**src/rtl/led_row_handoff.sv**
```systemverilog
module led_row_handoff #(
  parameter int CNT_W = 8,
  parameter int ROWS  = 4
) (
  input  logic             clk,
  input  logic             rst_n,
  input  logic             row_done,
  input  logic [CNT_W-1:0] hold_cycles,
  input  logic [CNT_W-1:0] settle_cycles,
  output logic             lat,
  output logic             oe_n,
  output logic             row_a,
  output logic             row_b,
  output logic             burst_restart
);
  localparam int RW = 2;
  localparam logic [RW-1:0] LAST_ROW = RW'(ROWS - 1);

  typedef enum logic [2:0] {ST_IDLE, ST_BLANK, ST_ADDR, ST_LATCH, ST_GO} phase_t;

  phase_t           phase;
  logic [CNT_W-1:0] cnt, hold_q, settle_q;
  logic [RW-1:0]    row;

  wire [CNT_W-1:0] hold_m1   = (hold_cycles   == '0) ? '0 : hold_cycles   - CNT_W'(1);
  wire [CNT_W-1:0] settle_m1 = (settle_cycles == '0) ? '0 : settle_cycles - CNT_W'(1);
  wire             cnt_end   = (cnt == '0);

  always_ff @(posedge clk) begin
    if (!rst_n) begin
      phase    <= ST_IDLE;
      cnt      <= '0;
      hold_q   <= '0;
      settle_q <= '0;
      row      <= '0;
    end else begin
      case (phase)
        ST_IDLE: if (row_done) begin
          hold_q   <= hold_m1;
          settle_q <= settle_m1;
          cnt      <= hold_m1;
          phase    <= ST_BLANK;
        end
        ST_BLANK: if (cnt_end) begin
          cnt   <= settle_q;
          row   <= (row == LAST_ROW) ? '0 : row + RW'(1);
          phase <= ST_ADDR;
        end else cnt <= cnt - CNT_W'(1);
        ST_ADDR: if (cnt_end) begin
          cnt   <= hold_q;
          phase <= ST_LATCH;
        end else cnt <= cnt - CNT_W'(1);
        ST_LATCH: if (cnt_end) phase <= ST_GO;
                  else cnt <= cnt - CNT_W'(1);
        default: phase <= ST_IDLE;
      endcase
    end
  end

  assign lat           = (phase == ST_BLANK) || (phase == ST_LATCH);
  assign oe_n          = (phase == ST_BLANK) || (phase == ST_ADDR) || (phase == ST_LATCH);
  assign burst_restart = (phase == ST_GO);
  assign row_a         = row[0];
  assign row_b         = row[1];
endmodule

```
**config.mk**
```make
export PLATFORM = sky130hd
export DESIGN_NAME = led_row_handoff
export DESIGN_NICKNAME = d
export VERILOG_FILES = /design/src/rtl/led_row_handoff.sv
export SDC_FILE = /design/constraint.sdc
export NUM_CORES = 1
export LEC_CHECK = 0
export ABC_AREA = 1
export CAP_MARGIN = 20
export CELL_PAD_IN_SITES_DETAIL_PLACEMENT = 0
export CELL_PAD_IN_SITES_GLOBAL_PLACEMENT = 1
export CORE_MARGIN = 2
export CORE_UTILIZATION = 40
export CTS_BUF_LIST = sky130_fd_sc_hd__clkbuf_2
export DETAILED_ROUTE_END_ITERATION = 12
export HOLD_SLACK_MARGIN = 0.02
export PLACE_DENSITY_LB_ADDON = 0.1
export SLEW_MARGIN = 20
export SYNTH_ARGS = -nofsm -noshare
export SYNTH_HDL_FRONTEND = slang
export SYNTH_SLANG_ARGS = --single-unit
```
**constraint.sdc**
```tcl
create_clock -name clk -period 1.9 [get_ports clk]
set_input_delay 0.285 -clock clk [delete_from_list [all_inputs] [get_ports clk]]
set_output_delay 0.285 -clock clk [all_outputs]
set_load 0.05 [all_outputs]
```
==> results of run 1 <==
[final cells by class]
class,instances,area share
Inverter,48,0.07818
Sequential cell,29,0.2451
Tap cell,54,0.02853
Timing Repair Buffer,38,0.1479
Clock buffer,8,0.01690
Multi-Input combinational cell,235,0.4834
[repair_timing]
item                       CTS  global route
resized for setup            0             2
hold buffers                 0             0
setup endpoints to repair    0             3
[power groups by stage]
stage          Combinational, mW  Clock (mW)  Sequential, mW
2_1_floorplan               1.57           0           0.961
3_3_place_gp                2.17           0           0.958
3_5_place_dp                2.18           0           0.957
4_1_cts                     2.19       0.331           0.943
5_1_grt                     2.45       0.350           0.970
6_report                    2.17       0.314           0.944
[metrics by stage]
| stage | cell area (um2) | utilization | cells | TNS (ps) | hold WS [ps] |
|---|---|---|---|---|---|
| floorplan | 1931 | - | 317 | 0 | 423.4 |
| global placement | 2321 | 0.4947 | 404 | -13.36 | 453.2 |
| detailed placement | 2321 | 0.4947 | 404 | -47.57 | 454.6 |
| CTS | 2361 | 0.5032 | 412 | 0 | 475.7 |
| global route | 2369 | 0.5048 | 412 | 0 | 500.8 |
| finish | 2369 | 0.5048 | 412 | 0 | 473.3 |
[cell usage after synthesis, drive strengths merged]
master / number / area (um2)
ha: 5 / 62.56
or2: 1 / 6.260
o21bai: 1 / 7.510
nand4: 2 / 12.51
o21ai: 19 / 106.4
xor2: 7 / 61.31
buf: 4 / 21.27
dfxtp: 29 / 580.6
nand3: 25 / 135.1
clkbuf: 1 / 3.750
a211oi: 1 / 12.51
nand2: 86 / 325.3
inv: 47 / 181.4
nor2: 51 / 203.9
a21oi: 29 / 145.1
nand3b: 2 / 15.01
clkinv: 1 / 3.750
nor3: 5 / 36.29
o211a: 1 / 10.01
[sequential cells by signal, indices dropped and copies added, names as in the netlist]
| signal | flops |
|---|---|
| cnt | 8 |
| hold_q | 8 |
| phase | 3 |
| row | 2 |
| settle_q | 8 |
[metal layers]
| layer | vias up | GRT usage | part of all wire |
|---|---|---|---|
| met5 | - | 0 | 0 |
| met4 | 0 | 0.07475 | 0.021 |
| met3 | 10 | 0.04115 | 0.041 |
| met2 | 45 | 0.3204 | 0.45 |
| met1 | 841 | 0.2477 | 0.48 |
| li1 | 1077 | - | - |
[tightest hold or removal path: stages, from the launching register on]
cell and delay [ps]:
dfxtp_1 330, nand2_1 60, a21oi_1 50
[cell families after synthesis]
group,after synthesis,share of synthesized area
AND/OR/NAND/NOR,172,0.3804
buffers and inverters,53,0.1089
AO/OA/AOI/OAI,51,0.1458
flip-flops,29,0.3007
XOR/XNOR,7,0.03176
adder cells (fa/ha/maj),5,0.03240
[worst max-delay path by stage]
stage / startpoint / endpoint / slack, ps / cells after the start
global route: row[1] / row_b / 7 / 1
floorplan: phase[0] / phase[0] / 240 / 6
detailed placement: hold_cycles[1] / cnt[3] / -20 / 9
finish: row[1] / row_b / 90 / 1
CTS: row[0] / row_a / 30 / 1
global placement: hold_cycles[1] / cnt[3] / -10 / 9
==> results.yml, run 1 <==
clocking:
  clk_root_buffer_cell: "clkbuf_2"
  clockBufferDepth: 2
  clkLatencyLatePin_ps: 340
  htree_levels: 2
  cts_tree: "built"
  path_clk_slew_ps: 140
  cts.sinks: 29
  cts_setup_buffers: 0
  cts_made_buffers: 5
synth:
  syn_avg_cell_area_um2: 6.090
  syn-cell-area_um2: 1931
  yosysUniqueCellTypes: 30
  ys_warn_count: 0
  ys_seq_elements: 29
  synthesis.nets: 341
  seq_area_frac_synth: 0.3007
  syn_inst: 317
power_and_ir_drop:
  internal-power_mw: 1.688
  cellPowerDensity_nw_per_um2: 1446
  p_seq_frac: 0.276
  p_comb_frac: 0.633
  swShare: 0.5071
  power_switching_mw: 1.736
  finalPower_mw: 3.424
  peakVddDrop_mv: 0.6376
  p_leak_nw: 1.134
  clock_power_share: 0.092
critical_path:
  path_cells: "clkdlybuf4s50_1"
  cp_top_family: "buffers and inverters"
  critPathRequiredTime_ps: 1620
  path_class: "reg -> out"
  cp.buffers_inverters: 1
  start_kind: "register"
  r2r-start: "cnt[0]"
  max_stage_delay_ps: 810
  reg2regPathDepth: 10
  regToRegSetupSlack_ps: 260
  crit_path_end_kind: "output port"
  r2r-end: "cnt[4]"
  crit_slowest_cell: "clkdlybuf4s50_1"
  cp.arrival_ps: 1530
  crit_path_max_fanout: 3
floorplan:
  die_width_um: 73.48
  ios: 24
  rows: 25
  die_area_um2: 5399
  initial_utilization: 0.4115
  core_um2: 4692
  die_h_um: 73.48
routing:
  vias: 1973
  wl_per_cell_um: 11.38
  viasPerCell: 4.789
  drtPass1Iterations: 4
  antenna_left: 0
  drt-initial-drc-count: 85
  routed_wirelength_um: 4689
  drc: 0
hold_path:
  min_from: "cnt[0]"
  hp-class: "reg -> reg"
  hold_depth: 2
  min_to: "cnt[0]"
grt:
  grt_pass1_wl_um: 8211
  antenna_found_initial: 0
  grt_util_all_layers: 0.1946
  first_global_vias: 1908
  overflow: 0
  grt_start_max_net_pins: 18
timing:
  rsz0062_at_grt: "no"
  finalHoldViolCount: 0
  fmax_ghz: 0.5511
  slew-limit-headroom: 0.6445
  worst_clock_skew_ps: 10.24
  fin_crit_ps: 1814
  setup_viol: 0
  fin_crit_sh: 0.9550
  layout_setup_ws_ps: 85.59
  maxSlewViolCount: 0
  tightest_slew_ps: 532.6
layout:
  area_delta_synth_final_pct: 22.68
  fillCellCount: 505
  final_cell_mix: "85 x nand2_1, 48 x nor2_1, 43 x inv_1, 29 x a21oi_1, 29 x dfxtp_1"
  drive_above_1_share: 0.1145
  n_antenna_cell: 0
  ff_latch_area_um2: 580.6
  nNetsFinal: 381
  layout_commonest_cell: "nand2_1"
  multi_input_area_um2: 1145
placement:
  io_buffers: 23
  dp_slack_ps: -19.67
  gp_congestion: 0.8411
  dp_hpwl_um: 3759
status:
  outcome: "complete, no violations"
job:
  drv_cap: 0
Power figures use the tool's default switching activity.
==> inputs of run 2 (changes only) <==
--- a/config.mk
+++ b/config.mk
@@ -5,13 +5,13 @@
 export SDC_FILE = /design/constraint.sdc
 export NUM_CORES = 1
 export LEC_CHECK = 0
-export ABC_AREA = 1
 export CAP_MARGIN = 20
 export CELL_PAD_IN_SITES_DETAIL_PLACEMENT = 0
 export CELL_PAD_IN_SITES_GLOBAL_PLACEMENT = 1
 export CORE_MARGIN = 2
-export CORE_UTILIZATION = 40
+export CORE_UTILIZATION = 42
 export CTS_BUF_LIST = sky130_fd_sc_hd__clkbuf_2
+export CTS_CLUSTER_DIAMETER = 200
 export DETAILED_ROUTE_END_ITERATION = 12
 export HOLD_SLACK_MARGIN = 0.02
 export PLACE_DENSITY_LB_ADDON = 0.1
==> run 2 against run 1 <==
Critical path depth rose by 4. Utilization is 11 points higher. Combinational power decreased by 12%. Register-to-register slack got worse by 150 ps. Critical path type unchanged. Largest cell class unchanged. Highest routed layer unchanged.
==> results.yml, run 2 <==
placement:
  io_buffers: 23
  placed_cells: 335
  place_area_um2: 2400
  gp_congestion: 0.8271
  dp_hpwl_um: 3760
floorplan:
  die_h_um: 69.34
  die_area_um2: 4807
  die_width_um: 69.34
  rows: 23
  core_um2: 4058
  initial_utilization: 0.4419
  ios: 24
routing:
  drc: 0
  wl_per_cell_um: 14.35
  vias: 1900
  routed_wirelength_um: 4938
  viasPerCell: 5.523
  drt-initial-drc-count: 98
  antenna_left: 0
  drtPass1Iterations: 4
synth:
  ys.flop_type: "dfxtp_1"
  ys_warn_count: 0
  syn_avg_cell_area_um2: 7.864
  seq_area_frac_synth: 0.3238
  syn-cell-area_um2: 1793
  synth_area_leaders: "dfxtp_1 32%, a21oi_1 7.5%, nand2_1 5.2%"
  syn_inst: 228
  netlist.area_leader.share: 0.3238
  async_flop_share: 0
  synthesis.nets: 252
  synth_edf_count: 0
  synth_common_cells: "29 x dfxtp_1, 27 x a21oi_1, 25 x nand2_1"
  synth_top_cell_by_area: "dfxtp_1"
  ys_seq_elements: 29
  yosysMostFrequentCell: "dfxtp_1"
  yosysUniqueCellTypes: 52
critical_path:
  path_common_cell: "buf_4"
  r2r-end: "cnt[7]"
  critPathRequiredTime_ps: 1620
  crit_cells: 5
  path_class: "reg -> out"
  reg2regPathDepth: 6
  cp_top_family: "buffers and inverters"
  crit_path_max_fanout: 12
  endpoint: "lat"
  start_kind: "register"
  path_cells: "inv_1 > buf_4 > nor2_1 > buf_4 > buf_12"
  cp.arrival_ps: 1520
  regToRegSetupSlack_ps: 110
  max_stage_delay_ps: 450
  crit_slowest_cell: "dfxtp_4"
  crit_start: "phase[0]"
  crit_path_end_kind: "output port"
  cp.buffers_inverters: 4
  r2r-start: "cnt[0]"
timing:
  setup_viol: 0
  finalHoldViolCount: 0
  whs_ps: 468.2
  fmax_ghz: 0.5531
  slew-limit-headroom: 0.6690
  tns_ps: 0
  worst_clock_skew_ps: 23.32
  maxSlewViolCount: 0
  fin_crit_sh: 0.9516
  fin_crit_ps: 1808
  tightest_slew_ps: 495.8
power_and_ir_drop:
  p_leak_nw: 1.008
  cellPowerDensity_nw_per_um2: 1250
  finalPower_mw: 3.126
  peakVddDrop_mv: 0.6514
layout:
  fin_cells: 344
  drive_above_1_share: 0.2687
  nNetsFinal: 318
  layout_commonest_cell: "buf_4"
  top_regs: "cnt x8, hold_q x8, settle_q x8"
  n_antenna_cell: 0
  area_delta_synth_final_pct: 39.50
  final_cell_mix: "44 x buf_4, 26 x dfxtp_1, 25 x nand2_1, 25 x a21oi_1, 22 x nor2_1"
  ff_latch_area_um2: 586.8
  design_area_um2: 2501
  fillCellCount: 374
  multi_input_area_um2: 1172
clocking:
  cts.sinks: 29
  cts_hold_buf: 0
  cts_tree: "built"
  path_clk_slew_ps: 140
  cts_made_buffers: 5
  clk_root_buffer_cell: "clkbuf_2"
  clkLatencyLatePin_ps: 360
  clockBufferDepth: 2
  htree_levels: 2
grt:
  grt_util_all_layers: 0.2162
  antenna_found_initial: 0
  overflow: 0
  first_global_vias: 1777
  grt_pass1_wl_um: 8418
  grt_start_max_net_pins: 19
hold_path:
  hp-class: "reg -> reg"
status:
  outcome: "complete, no violations"
job:
  drv_cap: 0
==> run 2: kinds of logic (layout without fill, tap and decap cells) <==
kind of cell | count (synthesis) | after routing | synth area share
AND/OR/NAND/NOR | 86 | 86 | 0.2575
AO/OA/AOI/OAI | 74 | 74 | 0.2736
flip-flops | 29 | 29 | 0.3238
buffers and inverters | 22 | 88 | 0.04954
XOR/XNOR | 9 | 9 | 0.04397
adder cells (fa/ha/maj) | 5 | 5 | 0.03489
multiplexers | 3 | 3 | 0.01675
==> run 2: where the power goes <==
| part | switching [mW] | internal (mW) | total (mW) | leakage, nW |
|---|---|---|---|---|
| Clock | 0.207 | 0.0859 | 0.293 | 0.0265 |
| Sequential | 0.169 | 0.758 | 0.928 | 0.240 |
| Combinational | 0.970 | 0.935 | 1.91 | 0.742 |
| Total | 1.35 | 1.78 | 3.13 | 1.01 |
==> run 2: final cells by class <==
type                            instances  share of cell area
Sequential cell                        29              0.2346
Timing Repair Buffer                   67              0.2371
Clock buffer                            6             0.01201
Tap cell                               50             0.02501
Inverter                               14             0.02101
Clock inverter                          1            0.001501
Multi-Input combinational cell        177              0.4687
==> run 2: worst min-delay path by stage <==
stage / startpoint / endpoint / slack (ps) / cells past startpoint
5_1_grt: hold_q[3] / hold_q[3] / 500 / 2
4_1_cts: hold_q[3] / hold_q[3] / 470 / 2
3_3_place_gp: hold_q[4] / hold_q[4] / 450 / 2
6_report: hold_q[4] / hold_q[4] / 470 / 2
2_1_floorplan: settle_q[0] / settle_q[0] / 430 / 2
3_5_place_dp: hold_q[3] / hold_q[3] / 450 / 2
==> run 2: per-stage QoR <==
step,setup slack [ps],util
after global placement,-252.5,0.5914
after CTS,11.34,0.6056
after detailed placement,-277.5,0.5914
final,92.04,0.6164
after global routing,-0.7818,0.6164
after floorplan,82.12,-
==> run 2: timing repair <==
item / in CTS / in global routing
setup endpoints to repair: 9 / 13
cloned: 0 / 0
gates resized for setup: 7 / 12
buffers inserted: 0 / 2
pin swaps: 3 / 3
==> run 2: routing by layer <==
layer  vias up  share of wire  track usage
li1        963              -            -
met1       889           0.49       0.3063
met2        40           0.46       0.3269
met3         8          0.039      0.04651
met4         0          0.014      0.06754
met5         -              0            0
==> run 2: tightest hold or removal path, cell delays in order, from the launching register on <==
cell     delay [ps]
dfxtp_1         330
nand2_1          50
a21oi_1          50
==> inputs of run 3 (changes only) <==
--- a/config.mk
+++ b/config.mk
@@ -12,9 +12,12 @@
 export CORE_UTILIZATION = 42
 export CTS_BUF_LIST = sky130_fd_sc_hd__clkbuf_2
 export CTS_CLUSTER_DIAMETER = 200
+export CTS_CLUSTER_SIZE = 20
 export DETAILED_ROUTE_END_ITERATION = 12
+export GPL_TIMING_DRIVEN = 0
 export HOLD_SLACK_MARGIN = 0.02
 export PLACE_DENSITY_LB_ADDON = 0.1
+export RECOVER_POWER = 100
 export SLEW_MARGIN = 20
 export SYNTH_ARGS = -nofsm -noshare
 export SYNTH_HDL_FRONTEND = slang
==> run 3 against run 2 <==
Clock power is 53% higher. Via count is 8.8% lower. Highest routed layer unchanged. Critical path type is now in -> reg. The run now ends with setup timing left. Sequential power hardly changed.
==> results.yml, run 3 (same netlist as run 2, synthesis figures left out) <==
status:
  outcome: "complete, but fails checks"
  violations: "setup timing"
layout:
  n_antenna_cell: 0
  drive_above_1_share: 0.2015
  top_regs: "cnt x8, hold_q x8, settle_q x8"
  layout_commonest_cell: "dfxtp_1"
  area_delta_synth_final_pct: 27.84
  finish.utilization: 0.5649
  nNetsFinal: 286
  fin_cells: 313
  design_area_um2: 2292
  final_cell_mix: "26 x dfxtp_1, 25 x nand2_1, 22 x a21oi_1, 20 x nor2_1, 19 x clkdlybuf4s50_1"
clocking:
  htree_levels: 2
  cts_made_buffers: 5
  clockBufferDepth: 2
  clkLatencyLatePin_ps: 370
  clk_root_buffer_cell: "clkbuf_2"
  cts_tree: "built"
  cts.sinks: 29
  path_clk_slew_ps: 160
critical_path:
  crit_slowest_cell: "clkdlybuf4s50_1"
  cp.buffers_inverters: 1
  start_kind: "input port"
  crit_path_max_fanout: 6
  path_cells: "clkdlybuf4s50_1 > or3_1 > nor3_1 > mux2i_2 > a21bo_2 > o22ai_1"
  path_class: "in -> reg"
  critPathRequiredTime_ps: 2160
  regToRegSetupSlack_ps: 10
  cp.arrival_ps: 2190
  r2r-start: "cnt[0]"
  crit_cells: 6
  crit_path_end_kind: "register"
  reg2regPathDepth: 9
  r2r-end: "row[0]"
  cp_top_family: "simple AND/OR/NAND/NOR gates"
  max_stage_delay_ps: 510
timing:
  setup_viol: 2
  finalHoldViolCount: 0
  tightest_slew_ps: 607.0
  slew-limit-headroom: 0.5971
  fin_crit_ps: 1937
  layout_setup_ws_ps: -36.83
  rsz0062_at_grt: "yes"
  tns_ps: -48.72
  maxSlewViolCount: 0
  worst_clock_skew_ps: 14.55
  fin_crit_sh: 1.019
  fmax_ghz: 0.5163
routing:
  drt-initial-drc-count: 113
  routed_wirelength_um: 4645
  vias: 1732
  drc: 0
  viasPerCell: 5.534
  antenna_left: 0
  wl_per_cell_um: 14.84
  drtPass1Iterations: 4
placement:
  dp_hpwl_um: 3451
  place_area_um2: 2091
  io_buffers: 23
  placed_cells: 301
  gp_congestion: 0.8147
floorplan:
  die_area_um2: 4807
  die_width_um: 69.34
  die_h_um: 69.34
  core_um2: 4058
  ios: 24
  rows: 23
  initial_utilization: 0.4419
power_and_ir_drop:
  p_leak_nw: 0.8415
  cellPowerDensity_nw_per_um2: 1305
  peakVddDrop_mv: 0.4789
  finalPower_mw: 2.991
grt:
  met1_usage: 0.2813
  antenna_found_initial: 0
  first_global_vias: 1492
  grt_start_max_net_pins: 11
  met3_usage: 0.03924
  grt_pass1_wl_um: 7458
  grt_util_all_layers: 0.1944
  grt_use_met2: 0.2895
  overflow: 0
  grt_busiest_layer: "met2"
hold_path:
  hold_depth: 2
  hp-class: "reg -> reg"
  min_from: "settle_q[3]"
  min_to: "settle_q[3]"
job:
  drv_cap: 0
[run 3: cell count changes in the layout (fill, tap and decap cells not counted), moves of 2 or more]
| cell | delta |
|---|---|
| o21ai_4 | +2 |
| buf_4 | -38 |
| clkbuf_1 | +3 |
| nor2_1 | -2 |
| a21oi_1 | -3 |
| buf_6 | +3 |
| buf_2 | +2 |
| a21oi_2 | +2 |
| buf_12 | -3 |
[run 3: worst max-delay path by stage]
stage / from / to / slack, ps
floorplan: phase[2] / row[0] / 80
global placement: phase[2] / oe_n / -620
detailed placement: phase[2] / oe_n / -570
CTS: cnt[0] / cnt[1] / 3
global route: hold_cycles[2] / cnt[7] / -70
finish: hold_cycles[2] / cnt[7] / -40
[run 3: worst reg2reg max path, cell delays in order, from the launching register on]
cell,delay [ps]
dfxtp_4,370
inv_1,60
ha_2,200
nor4b_4,180
buf_4,170
and3_1,180
buf_6,140
nand2_2,70
or3_4,330
a21oi_2,110
[run 3: power by group]
group	leakage, nW	switching, mW	internal [mW]
combinational	0.561	0.891	0.727
clock	0.0406	0.224	0.225
sequential	0.240	0.168	0.757
total	0.842	1.28	1.71
[run 3: cell type report]
| class | count | area (um2) |
|---|---|---|
| clock buffers | 6 | 30.03 |
| clock inverters | 2 | 33.78 |
| fillers | 386 | 1765 |
| repair buffers | 28 | 255.2 |
| flip-flops and latches | 29 | 589.3 |
| plain buffers | 7 | 50.05 |
| well taps | 50 | 62.56 |
| multi-input cells | 177 | 1215 |
| inverters | 14 | 56.30 |
[run 3: what timing repair did]
item                       CTS  global route
hold endpoints to repair     0             0
hold buffers                 0             0
setup endpoints to repair   12            11
buffers inserted             4             1
pin swaps                    2             2
resized for setup           27            25
[run 3: layer usage]
metal  vias up  part of all wire
met5         -                 0
met4         0             0.011
met3         8             0.037
met2        30              0.44
met1       791              0.51
li1        903                 -
[run 3: stage by stage]
step                      hold slack (ps)  setup WS [ps]
after CTS                           470.0          2.531
after floorplan                     432.2          82.12
after detailed placement            451.5         -571.5
after global placement              444.8         -617.7
after global routing                485.9         -68.84
final                               468.4         -36.83
